`src/rtl/cmpx_pkg.sv`:
```
package cmpx_pkg;

  // Register field positions (software and the bench decode these)
  localparam int unsigned BIT_EN   = 7;
  localparam int unsigned BIT_OUT  = 6;
  localparam int unsigned BIT_RISE = 5;
  localparam int unsigned BIT_FALL = 4;
  localparam int unsigned HYST_W   = 2;

  typedef struct packed {
    logic              en;
    logic              out;
    logic              rise;
    logic              fall;
    logic [HYST_W-1:0] hpos;
    logic [HYST_W-1:0] hneg;
  } cmpx_reg_t;

  // Next value of a sticky flag: a new event beats a software write.
  function automatic logic flag_next(input logic cur, input logic evt,
                                     input logic wr, input logic wbit);
    if (evt)      return 1'b1;
    else if (wr)  return wbit;
    else          return cur;
  endfunction

  // Whether a write must (re)start the blanking window.
  function automatic logic blank_needed(input logic wr, input logic [7:0] wdata,
                                        input logic en_now,
                                        input logic [2*HYST_W-1:0] hyst_now);
    logic turn_on;
    logic trim_chg;
    turn_on  = wdata[BIT_EN] && !en_now;
    trim_chg = wdata[2*HYST_W-1:0] != hyst_now;
    return wr && (turn_on || trim_chg);
  endfunction

  // Load value of the blanking counter.
  function automatic int unsigned blank_load(input int unsigned cycles);
    return cycles;
  endfunction

endpackage

```
`src/rtl/cmpx_sync.sv`:
```
module cmpx_sync #(
  parameter int unsigned STAGES = 2
) (
  input  logic clk,
  input  logic rst_n,
  input  logic d,
  output logic q
);
  logic [STAGES-1:0] chain_q;

  genvar gi;
  generate
    for (gi = 0; gi < STAGES; gi++) begin : g_stage
      if (gi == 0) begin : g_first
        always_ff @(posedge clk or negedge rst_n) begin
          if (!rst_n) chain_q[0] <= 1'b0;
          else        chain_q[0] <= d;
        end
      end else begin : g_next
        always_ff @(posedge clk or negedge rst_n) begin
          if (!rst_n) chain_q[gi] <= 1'b0;
          else        chain_q[gi] <= chain_q[gi-1];
        end
      end
    end
  endgenerate

  assign q = chain_q[STAGES-1];

endmodule

```
`src/rtl/cmpx_blank.sv`:
```
module cmpx_blank #(
  parameter int unsigned BLANK_CYCLES = 16
) (
  input  logic clk,
  input  logic rst_n,
  input  logic start,
  output logic active
);
  localparam int unsigned CNT_W = $clog2(BLANK_CYCLES + 1);
  localparam logic [CNT_W-1:0] LOAD_V = CNT_W'(cmpx_pkg::blank_load(BLANK_CYCLES));

  logic [CNT_W-1:0] cnt_q;
  logic             cnt_zero;

  assign cnt_zero = (cnt_q == '0);
  assign active   = !cnt_zero;

  always_ff @(posedge clk or negedge rst_n) begin
    if (!rst_n)         cnt_q <= '0;
    else if (start)     cnt_q <= LOAD_V;
    else if (!cnt_zero) cnt_q <= cnt_q - 1'b1;
  end

  AST_NO_OVERFLOW: assert property (@(posedge clk) disable iff (!rst_n)
    cnt_q <= LOAD_V);
  AST_BLANK_COUNTS: assert property (@(posedge clk) disable iff (!rst_n)
    start |=> active);

endmodule

```
`src/rtl/cmpx_edge.sv`:
```
module cmpx_edge (
  input  logic clk,
  input  logic rst_n,
  input  logic level,
  input  logic enable,
  input  logic blank,
  input  logic wr,
  input  logic wr_rise,
  input  logic wr_fall,
  output logic rise_evt,
  output logic fall_evt,
  output logic rise_flag,
  output logic fall_flag
);
  import cmpx_pkg::*;

  logic prev_q;
  logic armed;

  assign armed    = enable && !blank;
  assign rise_evt = armed && level && !prev_q;
  assign fall_evt = armed && !level && prev_q;

  always_ff @(posedge clk or negedge rst_n) begin
    if (!rst_n) prev_q <= 1'b0;
    else        prev_q <= level;
  end

  always_ff @(posedge clk or negedge rst_n) begin
    if (!rst_n) begin
      rise_flag <= 1'b0;
      fall_flag <= 1'b0;
    end else begin
      rise_flag <= flag_next(rise_flag, rise_evt, wr, wr_rise);
      fall_flag <= flag_next(fall_flag, fall_evt, wr, wr_fall);
    end
  end

  AST_RISE_SETS: assert property (@(posedge clk) disable iff (!rst_n)
    rise_evt |=> rise_flag);
  AST_FALL_SETS: assert property (@(posedge clk) disable iff (!rst_n)
    fall_evt |=> fall_flag);
  AST_RISE_STICKY: assert property (@(posedge clk) disable iff (!rst_n)
    rise_flag && !wr |=> rise_flag);
  AST_FALL_STICKY: assert property (@(posedge clk) disable iff (!rst_n)
    fall_flag && !wr |=> fall_flag);
  AST_EDGE_WINS: assert property (@(posedge clk) disable iff (!rst_n)
    (fall_evt && wr && !wr_fall) |=> fall_flag);

endmodule

```
`src/rtl/cmpx_ctrl.sv`:
```
module cmpx_ctrl #(
  parameter int unsigned BLANK_CYCLES = 16,
  parameter int unsigned SYNC_STAGES  = 2
) (
  input  logic       clk,
  input  logic       rst_n,
  input  logic       wr_en,
  input  logic [7:0] wr_data,
  output logic [7:0] rd_data,
  input  logic       cmp_raw,
  output logic       ana_en,
  output logic [1:0] hyst_pos,
  output logic [1:0] hyst_neg,
  output logic       irq_rise,
  output logic       irq_fall,
  output logic       osc_wake
);
  import cmpx_pkg::*;

  localparam int unsigned TRIM_W = 2 * HYST_W;

  logic              en_q;
  logic [TRIM_W-1:0] trim_q;
  logic              sync_lvl;
  logic              live_out;
  logic              blank_start;
  logic              blank_act;
  logic              rise_evt;
  logic              fall_evt;
  logic              rise_flag;
  logic              fall_flag;
  cmpx_reg_t         view;

  // Control fields
  always_ff @(posedge clk or negedge rst_n) begin
    if (!rst_n) begin
      en_q   <= 1'b0;
      trim_q <= '0;
    end else if (wr_en) begin
      en_q   <= wr_data[BIT_EN];
      trim_q <= wr_data[TRIM_W-1:0];
    end
  end

  assign blank_start = blank_needed(wr_en, wr_data, en_q, trim_q);

  cmpx_sync #(.STAGES(SYNC_STAGES)) sync_i (
    .clk   (clk),
    .rst_n (rst_n),
    .d     (cmp_raw),
    .q     (sync_lvl)
  );

  cmpx_blank #(.BLANK_CYCLES(BLANK_CYCLES)) blank_i (
    .clk    (clk),
    .rst_n  (rst_n),
    .start  (blank_start),
    .active (blank_act)
  );

  cmpx_edge edge_i (
    .clk       (clk),
    .rst_n     (rst_n),
    .level     (sync_lvl),
    .enable    (en_q),
    .blank     (blank_act),
    .wr        (wr_en),
    .wr_rise   (wr_data[BIT_RISE]),
    .wr_fall   (wr_data[BIT_FALL]),
    .rise_evt  (rise_evt),
    .fall_evt  (fall_evt),
    .rise_flag (rise_flag),
    .fall_flag (fall_flag)
  );

  assign live_out = en_q && sync_lvl;

  always_comb begin
    view.en   = en_q;
    view.out  = live_out;
    view.rise = rise_flag;
    view.fall = fall_flag;
    view.hpos = trim_q[TRIM_W-1:HYST_W];
    view.hneg = trim_q[HYST_W-1:0];
  end

  assign rd_data  = view;
  assign ana_en   = en_q;
  assign hyst_pos = view.hpos;
  assign hyst_neg = view.hneg;
  assign irq_rise = rise_flag;
  assign irq_fall = fall_flag;
  assign osc_wake = en_q && !sync_lvl;

  AST_BLANK_QUIET: assert property (@(posedge clk) disable iff (!rst_n)
    blank_act && !wr_en |=> $stable(rise_flag) && $stable(fall_flag));
  AST_TRIM_RESTART: assert property (@(posedge clk) disable iff (!rst_n)
    wr_en && (wr_data[TRIM_W-1:0] != {hyst_pos, hyst_neg}) |=> blank_act);
  AST_ENABLE_BLANK: assert property (@(posedge clk) disable iff (!rst_n)
    wr_en && wr_data[BIT_EN] && !ana_en |=> blank_act);
  AST_OFF_QUIET: assert property (@(posedge clk) disable iff (!rst_n)
    !ana_en && !wr_en |=> $stable(rise_flag) && $stable(fall_flag));
  AST_WAKE_ONLY_ON: assert property (@(posedge clk) disable iff (!rst_n)
    osc_wake |-> ana_en && !rd_data[BIT_OUT]);
  AST_OFF_READS_LOW: assert property (@(posedge clk) disable iff (!rst_n)
    !ana_en |-> !rd_data[BIT_OUT]);

endmodule

```
`config.mk`:
```
export PLATFORM = sky130hd
export DESIGN_NAME = cmpx_ctrl
export DESIGN_NICKNAME = d
export VERILOG_FILES = /design/src/rtl/cmpx_pkg.sv /design/src/rtl/cmpx_sync.sv /design/src/rtl/cmpx_blank.sv /design/src/rtl/cmpx_edge.sv /design/src/rtl/cmpx_ctrl.sv
export SDC_FILE = /design/constraint.sdc
export NUM_CORES = 1
export LEC_CHECK = 0
export BUFFER_PORTS_ARGS = -buffer_cell sky130_fd_sc_hd__buf_2
export CAP_MARGIN = 5
export CORE_AREA = 2 2 43 45
export DETAILED_ROUTE_END_ITERATION = 7
export DIE_AREA = 0 0 45 47
export GPL_ROUTABILITY_DRIVEN = 0
export HOLD_SLACK_MARGIN = 0.06
export PLACE_DENSITY = 0.74
export REMOVE_ABC_BUFFERS = 1
export SYNTH_ARGS = -nofsm -noshare
export SYNTH_HDL_FRONTEND = slang
export SYNTH_SLANG_ARGS = --single-unit
```
`constraint.sdc`:
```
create_clock -name clk -period 1.6 [get_ports clk]
set_input_delay 0.32 -clock clk [delete_from_list [all_inputs] [get_ports clk]]
set_output_delay 0.32 -clock clk [all_outputs]
set_load 0.005 [all_outputs]
```
==> results.ini, run 1 <==
[die]
die-area_um2 = 2120
die_y_um = 47
fp.coreArea_um2 = 1650
rows = 15
io_pins = 28
die_w_um = 45
initial_core_util_pct = 44.5

[final_layout]
area_growth_pct = 17.0
multi_input_area_um2 = 285
seq_area_um2 = 375
fillers = 148
postLayoutCellArea_um2 = 861
drive_gt1_share_pct = 45.9
antenna_cells = 0
nNetsFinal = 99

[min_path]
hp-class = input pin to flip-flop

[power_and_ir_drop]
power.leakage_uw = 0.000424
ir_drop_v = 0.000538
p_per_area_nw_per_um2 = 1310

[global_route]
overflow = 0
top_usage_layer = met2
met1_usage_pct = 17.2
antenna_found_initial = 0
globalRouteMet3Util_pct = 3.46
grt_pass1_vias = 458
grt_pass1_wl_mm = 1.94
grt_use_total_pct = 13.1
grt_start_max_net_pins = 16
met2_usage_pct = 19.7

[synthesis]
synth_area_um2 = 736
synth.distinct_cells = 22
ys_seq_area_share_pct = 51.0
ys_ff_latch = 15
ys_warn_count = 0
post_synth_inst_count = 63
avgSynthCellArea_um2 = 11.7

[setup_path]
endpoint_kind = flip-flop
crit_fanout = 4
critPathRequiredTime_ns = 1.79
r2r_setup_slack_ns = 0.15
cp.arrival_ns = 1.64
critPathKind = flip-flop to flip-flop
cp-start-kind = flip-flop

[sta]
fin_crit_sh_pct = 90.6
drv_slew = 0
final.setup_skew_ns = 0.00306
slew_headroom_pct = 75.3
finalSetupTns_ns = 0
tightest_slew_ns = 0.369
fmax_ghz = 0.690
hold_viol_final = 0
setup_viol_count_final = 0
rsz0062_at_grt = no
timing.final.crit_period_ns = 1.45

[drt]
routed_wl_mm = 1.29
dr.pass1.iters = 4
drc = 0
detail-route-antenna-nets = 0
detail_route.wl_per_cell_um = 12.6
vias_per_cell = 5.01
first_iter_violations = 5
num_vias = 511

[clock_tree]
cts_tree = yes
clockBufferDepth = 2
cts-root-buf = clkbuf_4
htree_levels = 1
cts_sinks = 15
ctsHoldBuffers = 1
clkTransAtPathRegs_ns = 0.09
postCtsSetupBuffers = 0
numCtsBuffers = 3
cts_resized = 0
insertion_delay_ns = 0.29

[placement]
post_dp_cell_area_um2 = 823
port_buffers = 26
hpwl_um = 964

[flow_run]
maxCapViolCount = 0

[run_status]
outcome = complete, no violations

==> synthesized netlist by cell type <==
library cell  instances  share of area, %
nor4b_4               1               3.2
mux2_2                6               9.2
xnor2_1               2               2.4
dfrtp_1              15                51
nand3b_1              1               1.0
a21o_1                1               1.0
buf_4                 8               8.2
a31o_2                1               1.2
nor2b_1               2               1.7
nor3_1                1              0.68
nand2_1               1              0.51
inv_1                 3               1.5
o21ai_0               3               2.0
or3b_2                1               1.2
xor2_1                3               3.6
and2_1                1              0.85
o41a_1                1               1.5
mux2i_1               2               2.7
ha_1                  1               1.7
a21oi_1               1              0.68
clkbuf_1              1              0.51
nor2_1                7               3.6
==> path summary, 6_finish.rpt <==
kind / startpoint / endpoint / cells past startpoint
min in group asynchronous: rst_n / trim_q[3] / 2
hold reg to reg: sync_i.chain_q[0] / sync_i.q / 0
hold / removal: cmp_raw / sync_i.chain_q[0] / 1
setup / recovery: blank_i.cnt_q[0] / blank_i.cnt_q[4] / 4
setup reg to reg: blank_i.cnt_q[0] / blank_i.cnt_q[4] / 4
max in group asynchronous: rst_n / trim_q[0] / 2
==> per-stage QoR <==
stage	power, uW	std cells	util [%]	hold slack (ns)	worst slack [ns]
after floorplan	794	54	-	0.0244	0.240
after global placement	891	97	49.8	0.239	0.199
after detailed placement	911	97	49.8	0.240	0.156
after CTS	1140	102	52.1	0.121	0.144
after global routing	1200	102	52.1	0.120	0.0682
final	1120	102	52.1	0.127	0.150
==> power breakdown <==
part           switching, uW  total, uW  internal [uW]
registers               89.1        546            457
logic                    159        355            196
clock network            131        224           93.0
==> metal layers <==
| layer | up-vias | part of all wire (%) |
|---|---|---|
| li1 | 247 | - |
| met1 | 246 | 43 |
| met2 | 14 | 50 |
| met3 | 4 | 4.3 |
| met4 | 0 | 1.6 |
| met5 | - | 0 |
==> state kept, by name, summed over array words and instances, names as in the netlist <==
signal	flops
edge_i.rise_flag	1
sync_i.chain_q	1
ana_en	1
blank_i.cnt_q	5
edge_i.prev_q	1
edge_i.fall_flag	1
sync_i.q	1
trim_q	4
==> worst max-delay path, cell delays in order, from the launching register on <==
cell	delay, ns
dfrtp_1	0.39
inv_1	0.10
ha_1	0.22
or3b_2	0.46
a21o_1	0.19
==> placed cells by master (no fill, tap or decap) <==
cell / synthesis / final
ha_1: 1 / 1
o21ai_0: 3 / 3
a31o_2: 1 / 1
dfrtp_1: 15 / 15
inv_1: 3 / 3
mux2i_1: 2 / 2
nor4b_4: 1 / 1
nor2_1: 7 / 7
and2_1: 1 / 1
o41a_1: 1 / 1
xnor2_1: 2 / 2
dlygate4sd3_1: 0 / 1
or3b_2: 1 / 1
clkinv_2: 0 / 1
xor2_1: 3 / 3
a21o_1: 1 / 1
nand2_1: 1 / 1
nand3b_1: 1 / 1
nor2b_1: 2 / 2
mux2_2: 6 / 6
buf_2: 0 / 26
nor3_1: 1 / 1
a21oi_1: 1 / 1
clkbuf_4: 0 / 3
==> final cells by class <==
type / count / area share (%)
clock inverters: 1 / 0.581
well taps: 17 / 2.47
flip-flops and latches: 15 / 43.6
repair buffers: 27 / 16.3
multi-input cells: 36 / 33.1
clock buffers: 3 / 2.62
inverters: 3 / 1.31
==> cells by family (layout without fill, tap and decap cells) <==
kind of cell | after synthesis | after routing | synth area share, %
AND/OR/NAND/NOR | 15 | 15 | 12.8
AO/OA/AOI/OAI | 7 | 7 | 6.46
multiplexers | 8 | 8 | 11.9
adder cells (fa/ha/maj) | 1 | 1 | 1.70
flip-flops | 15 | 15 | 51.0
buffers and inverters | 12 | 34 | 10.2
XOR/XNOR | 5 | 5 | 5.95
(Power assumes the default switching activity.)
==> inputs of run 2 (changes only) <==
CORE_AREA = 2 2 42 44   (was 2 2 43 45)
DIE_AREA = 0 0 44 46   (was 0 0 45 47)
PLACE_DENSITY = 0.77   (was 0.74)
clock period = 1.8 ns   (was 1.6 ns; I/O delays follow)
==> results.ini, run 2 (synthesized netlist as in run 1, its figures left out) <==
[setup_path]
crit_fanout = 4
cp-start-kind = flip-flop
r2r_end = blank_i.cnt_q[4]
startpoint = blank_i.cnt_q[0]
cp.arrival_ns = 1.62
endpoint = blank_i.cnt_q[4]
critPathRequiredTime_ns = 1.98
reg2regPathDepth = 4
critPathKind = flip-flop to flip-flop
r2r_setup_slack_ns = 0.35
endpoint_kind = flip-flop
worstReg2RegStart = blank_i.cnt_q[0]

[die]
io_pins = 28
rows = 15
die_y_um = 46
initial_core_util_pct = 45.6
die_w_um = 44
die-area_um2 = 2020
fp.coreArea_um2 = 1610

[power_and_ir_drop]
ir_drop_v = 0.000478
power.leakage_uw = 0.000422
p_per_area_nw_per_um2 = 1150

[placement]
port_buffers = 26
post_dp_cell_area_um2 = 823
hpwl_um = 953

[drt]
dr.pass1.iters = 3
vias_per_cell = 4.89
drc = 0
num_vias = 499
first_iter_violations = 6
detail_route.wl_per_cell_um = 11.8
detail-route-antenna-nets = 0
routed_wl_mm = 1.21

[clock_tree]
htree_levels = 1
cts-root-buf = clkbuf_4
numCtsBuffers = 3
postCtsSetupBuffers = 0
clkTransAtPathRegs_ns = 0.08
cts_tree = yes
insertion_delay_ns = 0.28
clockBufferDepth = 2
cts_sinks = 15

[sta]
fmax_ghz = 0.690
hold_viol_final = 0
timing.final.crit_period_ns = 1.45
hold_slack_ns = 0.181
setup_viol_count_final = 0
finalSetupTns_ns = 0
fin_crit_sh_pct = 80.5
slew_headroom_pct = 77.6
tightest_slew_ns = 0.334
final.setup_skew_ns = 0.00148
rsz0062_at_grt = no
drv_slew = 0

[global_route]
antenna_found_initial = 0
grt_use_total_pct = 14.5
grt_start_max_net_pins = 16
grt_pass1_vias = 492
overflow = 0
grt_pass1_wl_mm = 2.04

[final_layout]
nNetsFinal = 99
largest_reg_flops = 5
largest_register = blank_i.cnt_q
most-common-layout-cells = buf_2 (26), dfrtp_1 (15), nor2_1 (7), mux2_2 (6)
drive_gt1_share_pct = 44.7
area_growth_pct = 16.8
final_common_cell = buf_2
largestRegisters = blank_i.cnt_q (5), trim_q (4)
postLayoutCellArea_um2 = 860
antenna_cells = 0

[flow_run]
maxCapViolCount = 0

[run_status]
outcome = complete, no violations

[min_path]
hp-class = input pin to flip-flop

## run 2: critical path, stage by stage (launching register included)
cell     delay, ns
dfrtp_1       0.39
inv_1         0.09
ha_1          0.23
or3b_2        0.45
a21o_1        0.18
## run 2: power breakdown
group / switching, uW / internal, uW
combinational: 142 / 175
clock: 101 / 86.0
sequential: 80.4 / 406
## run 2: metrics by stage
step	setup slack [ns]	util (%)	power, uW	std cells
2_1_floorplan	0.440	-	705	54
3_3_place_gp	0.382	51.0	792	97
3_5_place_dp	0.355	51.0	814	97
4_1_cts	0.347	53.3	1010	102
5_1_grt	0.221	53.3	1070	102
6_report	0.351	53.3	991	102
## run 2: layer usage
layer	wire length [um]	track usage (%)	vias up	part of all wire [%]
li1	-	-	246	-
met1	492	17.1	239	41
met2	654	23.5	10	54
met3	37	2.38	4	3.1
met4	23	10.9	0	1.9
met5	0	0	-	0
## run 2: area by class of cell
cell class              count  area [um^2]
fillers                   154          754
flip-flops and latches     15          375
multi-input cells          36          285
repair buffers             27          140
clock buffers               4         26.3
well taps                  17         21.3
inverters                   3         11.3
## run 2: how the worst min path moves through the flow
stage / cells after the start / from / to
2_1_floorplan: 0 / rst_n / ana_en
3_3_place_gp: 1 / rst_n / trim_q[3]
3_5_place_dp: 1 / rst_n / trim_q[3]
4_1_cts: 1 / cmp_raw / sync_i.chain_q[0]
5_1_grt: 1 / cmp_raw / sync_i.chain_q[0]
6_report: 1 / cmp_raw / sync_i.chain_q[0]
## run 2: what timing repair did
| item | CTS | global route |
|---|---|---|
| endpoints found under the hold margin | 15 | 0 |
| endpoints found under the setup margin | 0 | 0 |
| hold buffers | 1 | 0 |
| gates resized for setup | 0 | 0 |
